File: src/rtl/osc_rng_pkg.sv
package osc_rng_pkg;

  localparam int CTRL_BITS = 6;
  localparam int MASK_LSB  = 16;

  localparam int unsigned CTRL_OFS = 32'h00;
  localparam int unsigned SCNT_OFS = 32'h04;
  localparam int unsigned DATA_OFS = 32'h10;

  typedef struct packed {
    logic [1:0] len;
    logic [1:0] speed;
    logic       enable;
    logic       start;
  } ctrl_t;

endpackage

File: src/rtl/osc_rng_ctrl.sv
module osc_rng_ctrl
  import osc_rng_pkg::*;
(
  input  logic        clk,
  input  logic        rst_n,
  input  logic        wr_ctrl,
  input  logic [31:0] wdata,
  input  logic        done,
  output ctrl_t       ctrl_q,
  output ctrl_t       ctrl_nx,
  output logic        go
);

  logic [CTRL_BITS-1:0] wr_val;
  logic [CTRL_BITS-1:0] wr_msk;
  logic [CTRL_BITS-1:0] base;
  logic                 ctrl_en;

  always_comb begin
    wr_val     = wdata[CTRL_BITS-1:0];
    wr_msk     = wdata[MASK_LSB +: CTRL_BITS];
    base       = ctrl_q;
    base[0]    = ctrl_q.start & ~done;
    ctrl_nx    = ctrl_t'(base);
    go         = 1'b0;
    if (wr_ctrl) begin
      ctrl_nx = ctrl_t'((base & ~wr_msk) | (wr_val & wr_msk));
      if (!ctrl_nx.enable) begin
        ctrl_nx.start = 1'b0;
      end
      go = wr_msk[0] & wr_val[0] & ctrl_nx.enable;
    end
  end

  assign ctrl_en = wr_ctrl | done;

  always_ff @(posedge clk or negedge rst_n) begin
    if (!rst_n) begin
      ctrl_q <= '0;
    end else if (ctrl_en) begin
      ctrl_q <= ctrl_nx;
    end
  end

endmodule

File: src/rtl/osc_rng_pacer.sv
module osc_rng_pacer #(
  parameter int CNT_W = 16,
  localparam int IV_W = CNT_W + 3
) (
  input  logic             clk,
  input  logic             rst_n,
  input  logic             go,
  input  logic             run,
  input  logic [CNT_W-1:0] sample_cnt,
  input  logic [1:0]       speed,
  output logic             strobe,
  output logic [IV_W-1:0]  ival_q,
  output logic [IV_W-1:0]  tick_q
);

  logic [IV_W-1:0] ival_base;
  logic [IV_W-1:0] ival_nx;
  logic [IV_W-1:0] tick_nx;
  logic            tick_en;

  always_comb begin
    ival_base = (sample_cnt == '0) ? IV_W'(1) : IV_W'(sample_cnt);
    ival_nx   = ival_base << speed;
  end

  assign strobe  = run && (tick_q == ival_q - IV_W'(1));
  assign tick_en = go | run;

  always_comb begin
    if (go || strobe) begin
      tick_nx = '0;
    end else begin
      tick_nx = tick_q + IV_W'(1);
    end
  end

  always_ff @(posedge clk or negedge rst_n) begin
    if (!rst_n) begin
      ival_q <= IV_W'(1);
    end else if (go) begin
      ival_q <= ival_nx;
    end
  end

  always_ff @(posedge clk or negedge rst_n) begin
    if (!rst_n) begin
      tick_q <= '0;
    end else if (tick_en) begin
      tick_q <= tick_nx;
    end
  end

endmodule

File: src/rtl/osc_rng_collect.sv
module osc_rng_collect #(
  parameter int OUT_BITS = 256,
  localparam int WORDS = OUT_BITS / 32,
  localparam int IDX_W = $clog2(OUT_BITS),
  localparam int SEL_W = IDX_W - 5,
  localparam int QTR   = OUT_BITS / 4
) (
  input  logic                clk,
  input  logic                rst_n,
  input  logic                go,
  input  logic [1:0]          len_nx,
  input  logic                strobe,
  input  logic                ent_bit,
  output logic                done,
  output logic [OUT_BITS-1:0] data_q
);

  logic [1:0]       len_q;
  logic [IDX_W-1:0] idx_q;
  logic [IDX_W-1:0] idx_nx;
  logic [IDX_W:0]   span;
  logic             idx_en;

  always_comb begin
    span = (IDX_W+1)'({1'b0, len_q} + 3'd1) * (IDX_W+1)'(QTR);
    done = strobe && ({1'b0, idx_q} == span - (IDX_W+1)'(1));
  end

  assign idx_en = go | strobe;
  assign idx_nx = go ? '0 : idx_q + IDX_W'(1);

  always_ff @(posedge clk or negedge rst_n) begin
    if (!rst_n) begin
      len_q <= '0;
    end else if (go) begin
      len_q <= len_nx;
    end
  end

  always_ff @(posedge clk or negedge rst_n) begin
    if (!rst_n) begin
      idx_q <= '0;
    end else if (idx_en) begin
      idx_q <= idx_nx;
    end
  end

  for (genvar w = 0; w < WORDS; w++) begin : g_word
    logic        hit;
    logic        word_en;
    logic [31:0] word_nx;

    assign hit     = strobe && (idx_q[IDX_W-1:5] == SEL_W'(w));
    assign word_en = go | hit;

    always_comb begin
      word_nx = data_q[w*32 +: 32];
      if (go) begin
        word_nx = '0;
      end else if (hit) begin
        word_nx[idx_q[4:0]] = ent_bit;
      end
    end

    always_ff @(posedge clk or negedge rst_n) begin
      if (!rst_n) begin
        data_q[w*32 +: 32] <= '0;
      end else if (word_en) begin
        data_q[w*32 +: 32] <= word_nx;
      end
    end
  end

endmodule

File: src/rtl/osc_rng_regs.sv
module osc_rng_regs
  import osc_rng_pkg::*;
#(
  parameter int ADDR_W   = 8,
  parameter int CNT_W    = 16,
  parameter int OUT_BITS = 256
) (
  input  logic              clk,
  input  logic              rst_n,
  input  logic              bus_wr,
  input  logic [ADDR_W-1:0] bus_addr,
  input  logic [31:0]       bus_wdata,
  output logic [31:0]       bus_rdata,
  input  logic              ent_bit
);

  localparam int WORDS = OUT_BITS / 32;
  localparam int WSEL  = $clog2(WORDS);
  localparam int IV_W  = CNT_W + 3;

  logic rst_meta;
  logic rst_sync_n;

  always_ff @(posedge clk or negedge rst_n) begin
    if (!rst_n) begin
      rst_meta   <= 1'b0;
      rst_sync_n <= 1'b0;
    end else begin
      rst_meta   <= 1'b1;
      rst_sync_n <= rst_meta;
    end
  end

  logic wr_ctrl;
  logic wr_scnt;

  assign wr_ctrl = bus_wr && (bus_addr == ADDR_W'(CTRL_OFS));
  assign wr_scnt = bus_wr && (bus_addr == ADDR_W'(SCNT_OFS));

  logic [CNT_W-1:0] scnt_q;

  always_ff @(posedge clk or negedge rst_sync_n) begin
    if (!rst_sync_n) begin
      scnt_q <= '0;
    end else if (wr_scnt) begin
      scnt_q <= bus_wdata[CNT_W-1:0];
    end
  end

  ctrl_t                ctrl_q;
  ctrl_t                ctrl_nx;
  logic                 go;
  logic                 done;
  logic                 strobe;
  logic [IV_W-1:0]      ival_q;
  logic [IV_W-1:0]      tick_q;
  logic [OUT_BITS-1:0]  data_q;

  osc_rng_ctrl u_ctrl (
    .clk     (clk),
    .rst_n   (rst_sync_n),
    .wr_ctrl (wr_ctrl),
    .wdata   (bus_wdata),
    .done    (done),
    .ctrl_q  (ctrl_q),
    .ctrl_nx (ctrl_nx),
    .go      (go)
  );

  osc_rng_pacer #(.CNT_W(CNT_W)) u_pacer (
    .clk        (clk),
    .rst_n      (rst_sync_n),
    .go         (go),
    .run        (ctrl_q.start),
    .sample_cnt (scnt_q),
    .speed      (ctrl_nx.speed),
    .strobe     (strobe),
    .ival_q     (ival_q),
    .tick_q     (tick_q)
  );

  osc_rng_collect #(.OUT_BITS(OUT_BITS)) u_collect (
    .clk     (clk),
    .rst_n   (rst_sync_n),
    .go      (go),
    .len_nx  (ctrl_nx.len),
    .strobe  (strobe),
    .ent_bit (ent_bit),
    .done    (done),
    .data_q  (data_q)
  );

  logic [31:0] dword [WORDS];

  for (genvar w = 0; w < WORDS; w++) begin : g_rd
    assign dword[w] = data_q[w*32 +: 32];
  end

  logic [ADDR_W-1:0] data_off;
  logic              data_hit;

  always_comb begin
    data_off = bus_addr - ADDR_W'(DATA_OFS);
    data_hit = (bus_addr >= ADDR_W'(DATA_OFS)) &&
               (data_off < ADDR_W'(WORDS * 4)) &&
               (bus_addr[1:0] == 2'b00);
  end

  always_comb begin
    bus_rdata = '0;
    if (bus_addr == ADDR_W'(CTRL_OFS)) begin
      bus_rdata[CTRL_BITS-1:0] = ctrl_q;
    end else if (bus_addr == ADDR_W'(SCNT_OFS)) begin
      bus_rdata[CNT_W-1:0] = scnt_q;
    end else if (data_hit) begin
      bus_rdata = dword[data_off[WSEL+1:2]];
    end
  end

endmodule

File: config.mk
export PLATFORM = sky130hd
export DESIGN_NAME = osc_rng_regs
export DESIGN_NICKNAME = d
export VERILOG_FILES = /design/src/rtl/osc_rng_pkg.sv /design/src/rtl/osc_rng_ctrl.sv /design/src/rtl/osc_rng_pacer.sv /design/src/rtl/osc_rng_collect.sv /design/src/rtl/osc_rng_regs.sv
export SDC_FILE = /design/constraint.sdc
export NUM_CORES = 1
export LEC_CHECK = 0
export ABC_AREA = 1
export BUFFER_PORTS_ARGS = -buffer_cell sky130_fd_sc_hd__buf_2
export CAP_MARGIN = 20
export CORE_MARGIN = 4
export CORE_UTILIZATION = 55
export DETAILED_ROUTE_END_ITERATION = 16
export PLACE_DENSITY = 0.73
export SETUP_SLACK_MARGIN = 0.4
export SLEW_MARGIN = 10
export SYNTH_ARGS = -nofsm -noshare
export SYNTH_HDL_FRONTEND = slang
export SYNTH_SLANG_ARGS = --single-unit
File: constraint.sdc
create_clock -name clk -period 9.47 [get_ports clk]
set_input_delay 1.894 -clock clk [delete_from_list [all_inputs] [get_ports clk]]
set_output_delay 1.894 -clock clk [all_outputs]
set_load 0.03 [all_outputs]
* After elaboration in Yosys (flattened, before gate mapping)
Cells that the tools add are included.
** Storage, ports and cells
- Register bits after elaboration :: 328
- Input port bits :: 44
- Output and inout port bits :: 32
- Logic and storage cells :: 138
** Cells by class
- Add/subtract/negate cells :: 6
- Magnitude comparators :: 5
- Equal/unequal tests :: 10
- Shift operators :: 1
- Multiplexer cells :: 40
- Bitwise logic cells :: 20
- Reductions and logical operators :: 37
** Operator list (number)
- $mux 32 :: 19
- $bwmux 32 :: 8
- $bmux 32 s3 :: 1
- $mux 16 :: 3
- $mux 26 :: 1
- $add 19x1->19 const B :: 1
- $eq 19x19->1 :: 1
- $mux 19 :: 1
- $shl 19x2->19 :: 1
- $sub 19x1->19 const B :: 1
- $reduce_and 2->1 :: 9
- $logic_not 16->1 :: 1
- $reduce_bool 2->1 :: 8
- $logic_and 1x1->1 :: 15
- $and 6x6->6 :: 2
- $eq 3x3->1 const B :: 4
- $mux 6 :: 2
- $or 1x1->1 :: 11
- $eq 8x9->1 :: 1
- $sub 9x1->9 const B :: 1
- $add 8x1->8 const B :: 1
- $eq 8x3->1 const B :: 1
- $ge 8x5->1 const B :: 1
- $logic_not 8->1 :: 1
- 19 further kinds :: 24

* Logic depth before layout (Yosys ltp)
Gate-level depths: netlist of the first run.
- Depth after elaboration :: 12
- Mapped depth :: 18
- Depth with buffers taken out :: 16

* Hierarchy
From an unflattened synthesis of the first run, not the netlist that was laid out.
** Unflattened totals
- Cell total of the unflattened synthesis :: 2789
- Area, all modules :: 18532.8 um2
** Modules (own cells, without submodules)
- osc_rng_collect :: times used 1, cells an instance 1540, area an instance 11722.5 um2, seq. area each 6656.4 um2
- osc_rng_regs :: times used 1, cells an instance 784, area an instance 3734.8 um2, seq. area each 450.4 um2
- osc_rng_pacer :: times used 1, cells an instance 416, area an instance 2748.9 um2, seq. area each 952.2 um2
- osc_rng_ctrl :: times used 1, cells an instance 49, area an instance 326.6 um2, seq. area each 150.1 um2

* Least setup slack after synthesis of the first run
OpenSTA, ideal clock, no wires.
- Path kind :: input port to output port
- Start :: in bus_addr[4]
- End :: out bus_rdata[5]
- Data arrival time :: 4540 ps
- Required time :: 7576 ps
- Path slack :: 3036 ps
- Cell stages on the path :: 9
- Buffers on the path :: 2
- Path through :: buf_2 -> clkinv_1 -> clkbuf_1 -> ha_1 -> xnor2_1 -> nand2_1 -> nor3_2 -> clkinv_1 -> o311ai_0
** On the way
- Word-level cells in the longest chain between the ends :: 8
- Elaborated cells between the ends (all ways) :: 14
- Those cells by class :: add/sub: 1; order compare: 2; eq/ne: 1; mux: 6; bitwise: 1; reduce/logical: 3
** Ends and longest elaborated chain
- start, declared :: line osc_rng_regs.sv:11 : input logic [ADDR_W-1:0] bus_addr,
- branches (longest 7 deep; another with $sub 8x5->8)
- $mux 6 (*) :: line osc_rng_regs.sv:111 : if (bus_addr == ADDR_W'(CTRL_OFS)) begin
- end, declared :: line osc_rng_regs.sv:13 : output logic [31:0] bus_rdata,
Mark *: on every way between the ends. The select of a mux whose other input is x is not followed.

* Worst setup path after layout of the first run
- Start :: in bus_addr[2]
- End :: out bus_rdata[28]
** On the way
- Word-level cells in the longest chain between the ends :: 8
- Elaborated cells between the ends (all ways) :: 14
- Those cells by class :: add/sub: 1; order compare: 2; eq/ne: 1; mux: 6; bitwise: 1; reduce/logical: 3
** Ends and longest elaborated chain (line)
- branches (longest 7 deep; another with $sub 8x5->8)
- $mux 26 (*) :: osc_rng_regs.sv:111
Marked as above.

==> results.toml, run 1 <==
[status]
status = "finished, final reports clean"

[sta]
finalClockSkew_ns = 0.0249
hold_viol_final = 0
drv_slew = 0
max_freq_mhz = 149
finalSetupTns_ns = 0
rsz0062_at_grt = "false"
setup_viol = 0
tightest_slew_ns = 1.16
postLayoutSetupSlackWorst_ns = 2.78
maxSlewHeadroom = 0.229
min_period_ns = 6.69
fin_crit_sh = 0.707

[logic_synthesis]
yosysSeqAreaShare = 0.448
synth_area_mm2 = 0.0183
synth-seq-cells = 328
synth_ff_type = "dfrtp_1"
synthCells = 2610
synth_top_cell_by_area = "dfrtp_1"
synth_fp_nets = 2661
async_flop_share = 1.00
yosys_warnings = 0
synth_edf_count = 0
syn_area_per_cell_um2 = 7.02
yosysTopAreaCellShare = 0.446
synthTopCellsByArea = "dfrtp_1 45%, nand2_1 26%, nand3_1 8.6%"
synth.distinct_cells = 44

[layout]
nets = 2645
mostFrequentLayoutCells = "1,277 x nand2_1, 326 x dfrtp_1, 316 x nand3_1"
layout.area.seq_mm2 = 0.00821
multi_input_area_mm2 = 0.00905
drive_above_1_share = 0.0698
area_growth_pct = 8.76
nFillCells = 3033
diodes = 0
final_common_cell = "nand2_1"
final_cells = 3062

[routing]
drc = 0
wl_met2_mm = 24.4
drtPass1Iterations = 5
dr_wl_met3_mm = 4.95
wl_met1_mm = 23.4
wl_per_cell_um = 17.8
wl_mm = 54.4
antenna_left = 0
vias = 17600
maxUsedRoutingLayer = "met5"
routed_via_density = 5.74
drt-initial-drc-count = 1847

[cts]
cts_setup_buffers = 0
cts_tree = "done"
clk_latency_ns = 0.54
cts.sinks = 328
cts_buffers = 38
clk_path_buf_depth = 3
cts_resized = 0
cts.clk_slew.worst_paths_ns = 0.05
hold_buffers = 0
cts-root-buf = "clkbuf_16"
htreeDepth = 2

[power_and_ir_drop]
p_switching_mw = 0.866
vdd_ir_drop_max_v = 0.000141
p_total_mw = 3.27
p_comb_frac = 0.097
intPower_mw = 2.40
netSwitchingFraction = 0.265
p_clk_frac = 0.431
pwr-share-seq = 0.472
p_leak_nw = 9.80
power_density_mw_per_mm2 = 164

[worst_setup_path]
path_class = "input port to output pin"
critPathMaxFanout = 34
path_cells = "buf_2 > or2_2 > buf_4 > nor2_1 > nand3_1 > nand3_1 > a211oi_1 > buf_2"
arrival_ns = 4.80
cp-start-kind = "input port"
slowest_stage = "buf_2"
slowest_delay_ns = 0.74
cp.required_ns = 7.58
ff2ff_path_depth = 17
endpoint_kind = "output pin"

[place]
place_ws_ns = 2.91
gp_congestion = 0.935
placedCellCount = 2996
post-dp-hpwl_mm = 31.6
port-buffer-count = 65

[die]
pin_count = 76
die_w_um = 191
start_util = 0.561
die_area_mm2 = 0.0363
placementRows = 66
die_h_um = 191
core-area_mm2 = 0.0327

[global_routing]
grt_remaining_overflow = 0
antenna_found_initial = 1
grt_usage = 0.297
grt_pass1_vias = 16300
grt_max_degree = 191
grt_pass1_wl_mm = 87.6

[hold_path]
holdPathStages = 0
hp-class = "flop to flop"

[job]
maxCapViolCount = 0
==> path summary, 6_finish.rpt <==
kind | endpoint | slack, ns | start
setup / recovery | bus_rdata[28] | 2.78 | bus_addr[2]
hold / removal | rst_sync_n$_DFF_PN0_ | 0.35 | rst_meta$_DFF_PN0_
setup reg to reg | u_collect.data_q[140]$_DFFE_PN0P_ | 5.53 | u_pacer.ival_q[0]$_DFFE_PN1P_
hold reg to reg | rst_sync_n$_DFF_PN0_ | 0.35 | rst_meta$_DFF_PN0_
max in group asynchronous | u_collect.data_q[9]$_DFFE_PN0P_ | 7.48 | rst_sync_n$_DFF_PN0_
min in group asynchronous | u_collect.data_q[94]$_DFFE_PN0P_ | 0.42 | rst_sync_n$_DFF_PN0_
==> flip-flops by register name (all words and copies together), names as in the netlist <==
name              cells
u_collect.data_q    256
u_pacer.ival_q       19
u_pacer.tick_q       19
scnt_q               16
u_collect.idx_q       8
u_ctrl.ctrl_q         6
u_collect.len_q       2
rst_meta              1
rst_sync_n            1
==> cells by family (layout without fill, tap and decap cells) <==
kind of cell / Yosys count / after routing / share of synthesized area
buffers and inverters: 256 / 266 / 0.0608
flip-flops: 328 / 328 / 0.448
multiplexers: 3 / 3 / 0.00171
XOR/XNOR: 31 / 31 / 0.0148
other: 1 / 1 / 0.000205
AO/OA/AOI/OAI: 193 / 193 / 0.0717
adder cells (fa/ha/maj): 7 / 7 / 0.00478
AND/OR/NAND/NOR: 1791 / 1791 / 0.398
==> per-layer routing <==
layer | GRT usage | vias up
li1 | - | 8347
met1 | 0.432 | 8290
met2 | 0.458 | 813
met3 | 0.0476 | 134
met4 | 0.0967 | 2
met5 | 0 | -
==> synth_stat cells, drive strengths merged, types with 10 or more instances <==
cell type and instances:
inv 106, nand2 1287, o22ai 10, a21oi 21
clkbuf 72, buf 75, nor3 15, o21a 17
nand4 10, xor2 23, o21ai 60, o211ai 11
a211oi 16, nand3 317, dfrtp 327, nor2 149
o221ai 52
==> power by group through the flow <==
stage               Clock, mW  Combinational [mW]  Sequential, mW
finish                   1.41               0.318            1.54
global route             1.48               0.360            1.55
CTS                      1.43               0.315            1.54
detailed placement          0               0.314            1.57
global placement            0               0.305            1.56
floorplan                   0               0.220            1.56
==> cell type report <==
cell class                 count  share of cell area
clock buffer                  58              0.0565
clock inverter                 8             0.00295
inverter                     109              0.0205
multi-input combinational   2026               0.454
sequential                   328               0.412
tap                          442              0.0277
timing repair buffer          91              0.0267
==> worst max-delay path, delay by kind of cell <==
kind,cells,cell delay (ns)
AO/OA/AOI/OAI,1,0.37
buffers and inverters,3,1.53
AND/OR/NAND/NOR,4,0.93
==> per-stage QoR <==
step | instance area, um2 | hold WS, ns | utilization
detailed placement | 18800 | 0.342 | 0.574
CTS | 19900 | 0.354 | 0.610
floorplan | 18300 | 0.331 | -
global placement | 18800 | 0.339 | 0.574
finish | 19900 | 0.350 | 0.610
global route | 19900 | 0.374 | 0.610
No activity file was read; power rests on OpenSTA's default activity.
==> run 2: changes to the inputs <==
ABC_AREA = 0   (was 1)
PLACE_DENSITY = 0.7   (was 0.73)
clock period = 6.4 ns   (was 9.47 ns; I/O delays follow)
==> results.toml, run 2 <==
[layout]
utilization = 0.612
diodes = 0
final_common_cell = "dfrtp_1"
final_cells = 2338
largestRegisters = "u_collect.data_q x256, u_pacer.ival_q x19, u_pacer.tick_q x19"
nets = 1916
area_growth_pct = 9.13
drive_above_1_share = 0.147
top_register = "u_collect.data_q"
largest_reg_flops = 256
mostFrequentLayoutCells = "326 x dfrtp_1, 279 x a21oi_1, 264 x nand4_1"

[logic_synthesis]
syn_area_per_cell_um2 = 9.67
yosys-top-cells-count = "327 x dfrtp_1, 279 x a21oi_1, 264 x nand4_1"
yosysSeqAreaShare = 0.434
synthTopCellsByArea = "dfrtp_1 43%, o31ai_1 10%, nand4_1 8.7%"
yosys_warnings = 0
synth.distinct_cells = 62
synth_edf_count = 0
synth_ff_type = "dfrtp_1"
yosysTopAreaCellShare = 0.433
synth.most_common_cell = "dfrtp_1"
async_flop_share = 1.00
synth-seq-cells = 328
synth_fp_nets = 2006
synth_top_cell_by_area = "dfrtp_1"
synth_area_mm2 = 0.0189
synthCells = 1955

[sta]
max_freq_mhz = 191
fin_hold_ws_ns = 0.353
setup_viol = 0
maxSlewHeadroom = 0.0612
rsz0062_at_grt = "false"
finalSetupTns_ns = 0
drv_slew = 0
fin_crit_sh = 0.816
min_period_ns = 5.22
tightest_slew_ns = 1.41
hold_viol_final = 0
finalClockSkew_ns = 0.0194

[global_routing]
grt_pass1_vias = 16800
grt_remaining_overflow = 0
antenna_found_initial = 3
grt_max_degree = 260
grt_use_met1 = 0.463
grt_use_met2 = 0.485
grt_pass1_wl_mm = 97.5
use_met3 = 0.0635
grt-busiest-layer = "met2"
grt_usage = 0.319

[hold_path]
hp-start = "rst_meta$_DFF_PN0_"
hp-class = "flop to flop"
holdPathStages = 0
worstHoldEndpoint = "rst_sync_n$_DFF_PN0_"

[place]
gp_congestion = 0.868
placedCellCount = 2271
port-buffer-count = 65
post-dp-hpwl_mm = 34.2

[die]
start_util = 0.561
pin_count = 76
die_h_um = 193
placementRows = 67
die_area_mm2 = 0.0374
die_w_um = 193
core-area_mm2 = 0.0337

[worst_setup_path]
path_cells = "buf_2 > inv_2 > ha_1 > or4b_2 > or3_1 > nor2_1 > buf_4 > nand2_1 > o21ai_0 > buf_2"
reg2reg_to = "u_collect.data_q[40]$_DFFE_PN0P_"
arrival_ns = 3.94
critPathMaxFanout = 18
path_class = "input port to output pin"
ff2ff_path_depth = 10
slowest_delay_ns = 0.66
reg2reg_slack_ns = 2.08
cpMostUsedCell = "buf_2"
slowest_stage = "or4b_2"
cp-start-kind = "input port"
r2r-start = "u_pacer.ival_q[1]$_DFFE_PN0P_"
cp.required_ns = 5.12
endpoint_kind = "output pin"

[cts]
clk_path_buf_depth = 3
cts.sinks = 328
cts_tree = "done"
cts-root-buf = "clkbuf_16"
htreeDepth = 2
hold_buffers = 0
cts_setup_buffers = 0
cts.clk_slew.worst_paths_ns = 0.05
cts_buffers = 38
cts_resized = 0
clk_latency_ns = 0.54

[status]
status = "finished, final reports clean"

[power_and_ir_drop]
p_total_mw = 4.55
power_density_mw_per_mm2 = 221
p_leak_nw = 6.88
vdd_ir_drop_max_v = 0.000160

[routing]
drtPass1Iterations = 6
drt-initial-drc-count = 2519
antenna_left = 0
wl_per_cell_um = 26.5
wl_mm = 62.0
routed_via_density = 7.39
vias = 17300
drc = 0

[job]
maxCapViolCount = 0
==> run 2: worst max path at each step <==
stage	from	end	slack, ns	cells after the start
3_5_place_dp	bus_addr[4]	bus_rdata[15]	1.19	10
2_1_floorplan	bus_addr[4]	bus_rdata[10]	0.65	12
6_report	bus_addr[4]	bus_rdata[15]	1.18	10
5_1_grt	bus_addr[4]	bus_rdata[15]	1.03	10
3_3_place_gp	bus_addr[4]	bus_rdata[15]	1.24	10
4_1_cts	bus_addr[4]	bus_rdata[15]	1.19	10
==> run 2: where the power goes <==
| group | internal, mW | switching (mW) |
|---|---|---|
| registers | 2.10 | 0.0341 |
| logic | 0.0814 | 0.177 |
| clock network | 1.29 | 0.872 |
==> run 2: final cells by class <==
| class | count | area, um2 |
|---|---|---|
| Clock buffer | 60 | 1130 |
| Clock inverter | 5 | 78.8 |
| Fill cell | 2819 | 13100 |
| Inverter | 14 | 52.6 |
| Multi-Input combinational cell | 1375 | 9840 |
| Sequential cell | 328 | 8210 |
| Tap cell | 448 | 561 |
| Timing Repair Buffer | 108 | 744 |
==> run 2: cell families after synthesis <==
group,share of synthesized area
XOR/XNOR,0.0204
buffers and inverters,0.0512
adder cells (fa/ha/maj),0.00463
multiplexers,0.112
other,0.000198
AND/OR/NAND/NOR,0.178
AO/OA/AOI/OAI,0.199
flip-flops,0.434
==> run 2: layer usage <==
metal,vias up,share of wire
met5,-,0.00011
met4,2,0.035
met3,181,0.11
met2,1108,0.45
met1,8605,0.41
li1,7392,-
==> run 2: through the flow <==
stage | setup WS [ns] | cell area (um2)
after global placement | 1.24 | 19400
after floorplan | 0.647 | 18900
after CTS | 1.19 | 20600
after global routing | 1.03 | 20600
after detailed placement | 1.19 | 19400
final | 1.18 | 20600
==> run 2: critical path, delay by kind of cell <==
| family | cells | cell delay, ns |
|---|---|---|
| buffers and inverters | 4 | 0.93 |
| adder cells (fa/ha/maj) | 1 | 0.18 |
| AND/OR/NAND/NOR | 4 | 1.35 |
| AO/OA/AOI/OAI | 1 | 0.18 |
==> run 3: changes to the inputs <==
clock period = 5 ns   (was 6.4 ns; I/O delays follow)
==> results.toml, run 3 (synthesis gave the netlist of run 2 again) <==
[worst_setup_path]
ff2ff_path_depth = 10
cp-startpoint = "bus_addr[4]"
cp-endpoint = "bus_rdata[14]"
crit_cells = 10
cp.required_ns = 4.00
path_delay_family = "simple AND/OR/NAND/NOR gates"
path_cells = "buf_2 > inv_2 > ha_1 > or4b_2 > or3_1 > nor2_1 > buf_4 > nand2_1 > o21ai_2 > buf_2"
r2r-start = "u_pacer.ival_q[1]$_DFFE_PN0P_"
cp-start-kind = "input port"
cpMostUsedCell = "buf_2"
path_buf_inv = 4
reg2reg_slack_ns = 0.64
path_class = "input port to output pin"
critPathMaxFanout = 11
slowest_stage = "or4b_2"
slowest_delay_ns = 0.65
endpoint_kind = "output pin"
reg2reg_to = "u_collect.data_q[22]$_DFFE_PN0P_"
arrival_ns = 3.48

[die]
die_w_um = 193
die_h_um = 193
placementRows = 67
die_area_mm2 = 0.0374
start_util = 0.561
core-area_mm2 = 0.0337
pin_count = 76

[routing]
drtPass1Iterations = 6
drc = 0
vias = 17300
drt-initial-drc-count = 2568
wl_mm = 63.5
wl_per_cell_um = 27.1
antenna_left = 0
routed_via_density = 7.38

[cts]
htreeDepth = 2
clk_latency_ns = 0.54
cts_tree = "done"
hold_buffers = 0
cts.sinks = 328
clk_path_buf_depth = 3
cts_setup_buffers = 0
cts_buffers = 38
cts.clk_slew.worst_paths_ns = 0.06
cts_resized = 0
cts-root-buf = "clkbuf_16"

[job]
maxCapViolCount = 0

[sta]
rsz0062_at_grt = "false"
fin_crit_sh = 0.896
hold_viol_final = 0
finalSetupTns_ns = 0
maxSlewHeadroom = 0.227
tightest_slew_ns = 1.16
min_period_ns = 4.48
finalClockSkew_ns = 0.0240
drv_slew = 0
setup_viol = 0
postLayoutSetupSlackWorst_ns = 0.520
max_freq_mhz = 223

[layout]
mostFrequentLayoutCells = "326 x dfrtp_1, 279 x a21oi_1, 264 x nand4_1"
nFillCells = 2772
multi_input_area_mm2 = 0.00990
top_register = "u_collect.data_q"
largest_reg_flops = 256
area_growth_pct = 10.5
largestRegisters = "u_collect.data_q x256, u_pacer.ival_q x19, u_pacer.tick_q x19"
nets = 1924
final_common_cell = "dfrtp_1"
diodes = 0
drive_above_1_share = 0.163
layout.area.seq_mm2 = 0.00821

[hold_path]
hp-class = "input port to asynchronous set/reset pin"

[place]
place_ws_ns = 0.557
post-dp-hpwl_mm = 35.4
gp_congestion = 0.885
port-buffer-count = 65

[power_and_ir_drop]
power_density_mw_per_mm2 = 283
p_leak_nw = 7.00
vdd_ir_drop_max_v = 0.000314

[global_routing]
grt_max_degree = 148
antenna_found_initial = 0
grt_pass1_vias = 17300
grt_usage = 0.328
grt_pass1_wl_mm = 100
grt_remaining_overflow = 0

[status]
status = "finished, final reports clean"
[run 3: cell types whose count changed in the layout (fill, tap and decap cells not counted), sizes merged]
| cell | before | now |
|---|---|---|
| clkinv | 2 | 8 |
| clkbuf | 60 | 53 |
| clkinvlp | 0 | 3 |
| bufinv | 2 | 3 |
| buf | 108 | 115 |
[run 3: layer usage]
layer,track usage,vias to the layer above,share of wire
li1,-,7413,-
met1,0.466,8606,0.40
met2,0.501,1082,0.46
met3,0.0710,220,0.11
met4,0.122,0,0.041
met5,0,-,0
[run 3: final cells by class]
type | count | area share
clock buffers | 52 | 0.0524
clock inverters | 15 | 0.00791
well taps | 448 | 0.0268
repair buffers | 116 | 0.0431
flip-flops and latches | 328 | 0.393
inverters | 14 | 0.00252
multi-input cells | 1375 | 0.474
[run 3: how the worst min path moves through the flow]
| stage | from | endpoint | slack (ns) | depth (start not counted) |
|---|---|---|---|---|
| final | rst_n | rst_sync_n$_DFF_PN0_ | 0.23 | 1 |
| after global routing | rst_n | rst_sync_n$_DFF_PN0_ | 0.22 | 1 |
| after CTS | rst_n | rst_sync_n$_DFF_PN0_ | 0.22 | 1 |
| after detailed placement | rst_meta$_DFF_PN0_ | rst_sync_n$_DFF_PN0_ | 0.35 | 0 |
| after global placement | rst_meta$_DFF_PN0_ | rst_sync_n$_DFF_PN0_ | 0.34 | 0 |
| after floorplan | rst_meta$_DFF_PN0_ | rst_sync_n$_DFF_PN0_ | 0.33 | 0 |
[run 3: worst register-to-register path, stage by stage, from the launching register on]
cell and delay (ns):
dfrtp_1 0.40, inv_1 0.09, ha_1 0.28, nor4b_1 0.54, xnor2_1 0.14, nor4_1 0.42
o22ai_2 0.34, buf_8 0.25, or4_2 1.19, o31ai_1 0.45, a21oi_1 0.12
[run 3: power by group]
part           total [mW]  switching, mW  internal [mW]
Clock                2.83           1.14           1.69
Sequential           2.73         0.0467           2.69
Combinational       0.338          0.229          0.108
[run 3: metrics by stage]
step / utilization / cells / total power, mW / cell area (um2) / hold slack (ns)
after floorplan: - / 1955 / 2.99 / 19000 / 0.331
after global placement: 0.582 / 2279 / 3.11 / 19600 / 0.345
after detailed placement: 0.582 / 2280 / 3.11 / 19600 / 0.346
after CTS: 0.619 / 2347 / 5.93 / 20900 / 0.220
after global routing: 0.620 / 2348 / 6.08 / 20900 / 0.224
final: 0.620 / 2348 / 5.90 / 20900 / 0.234
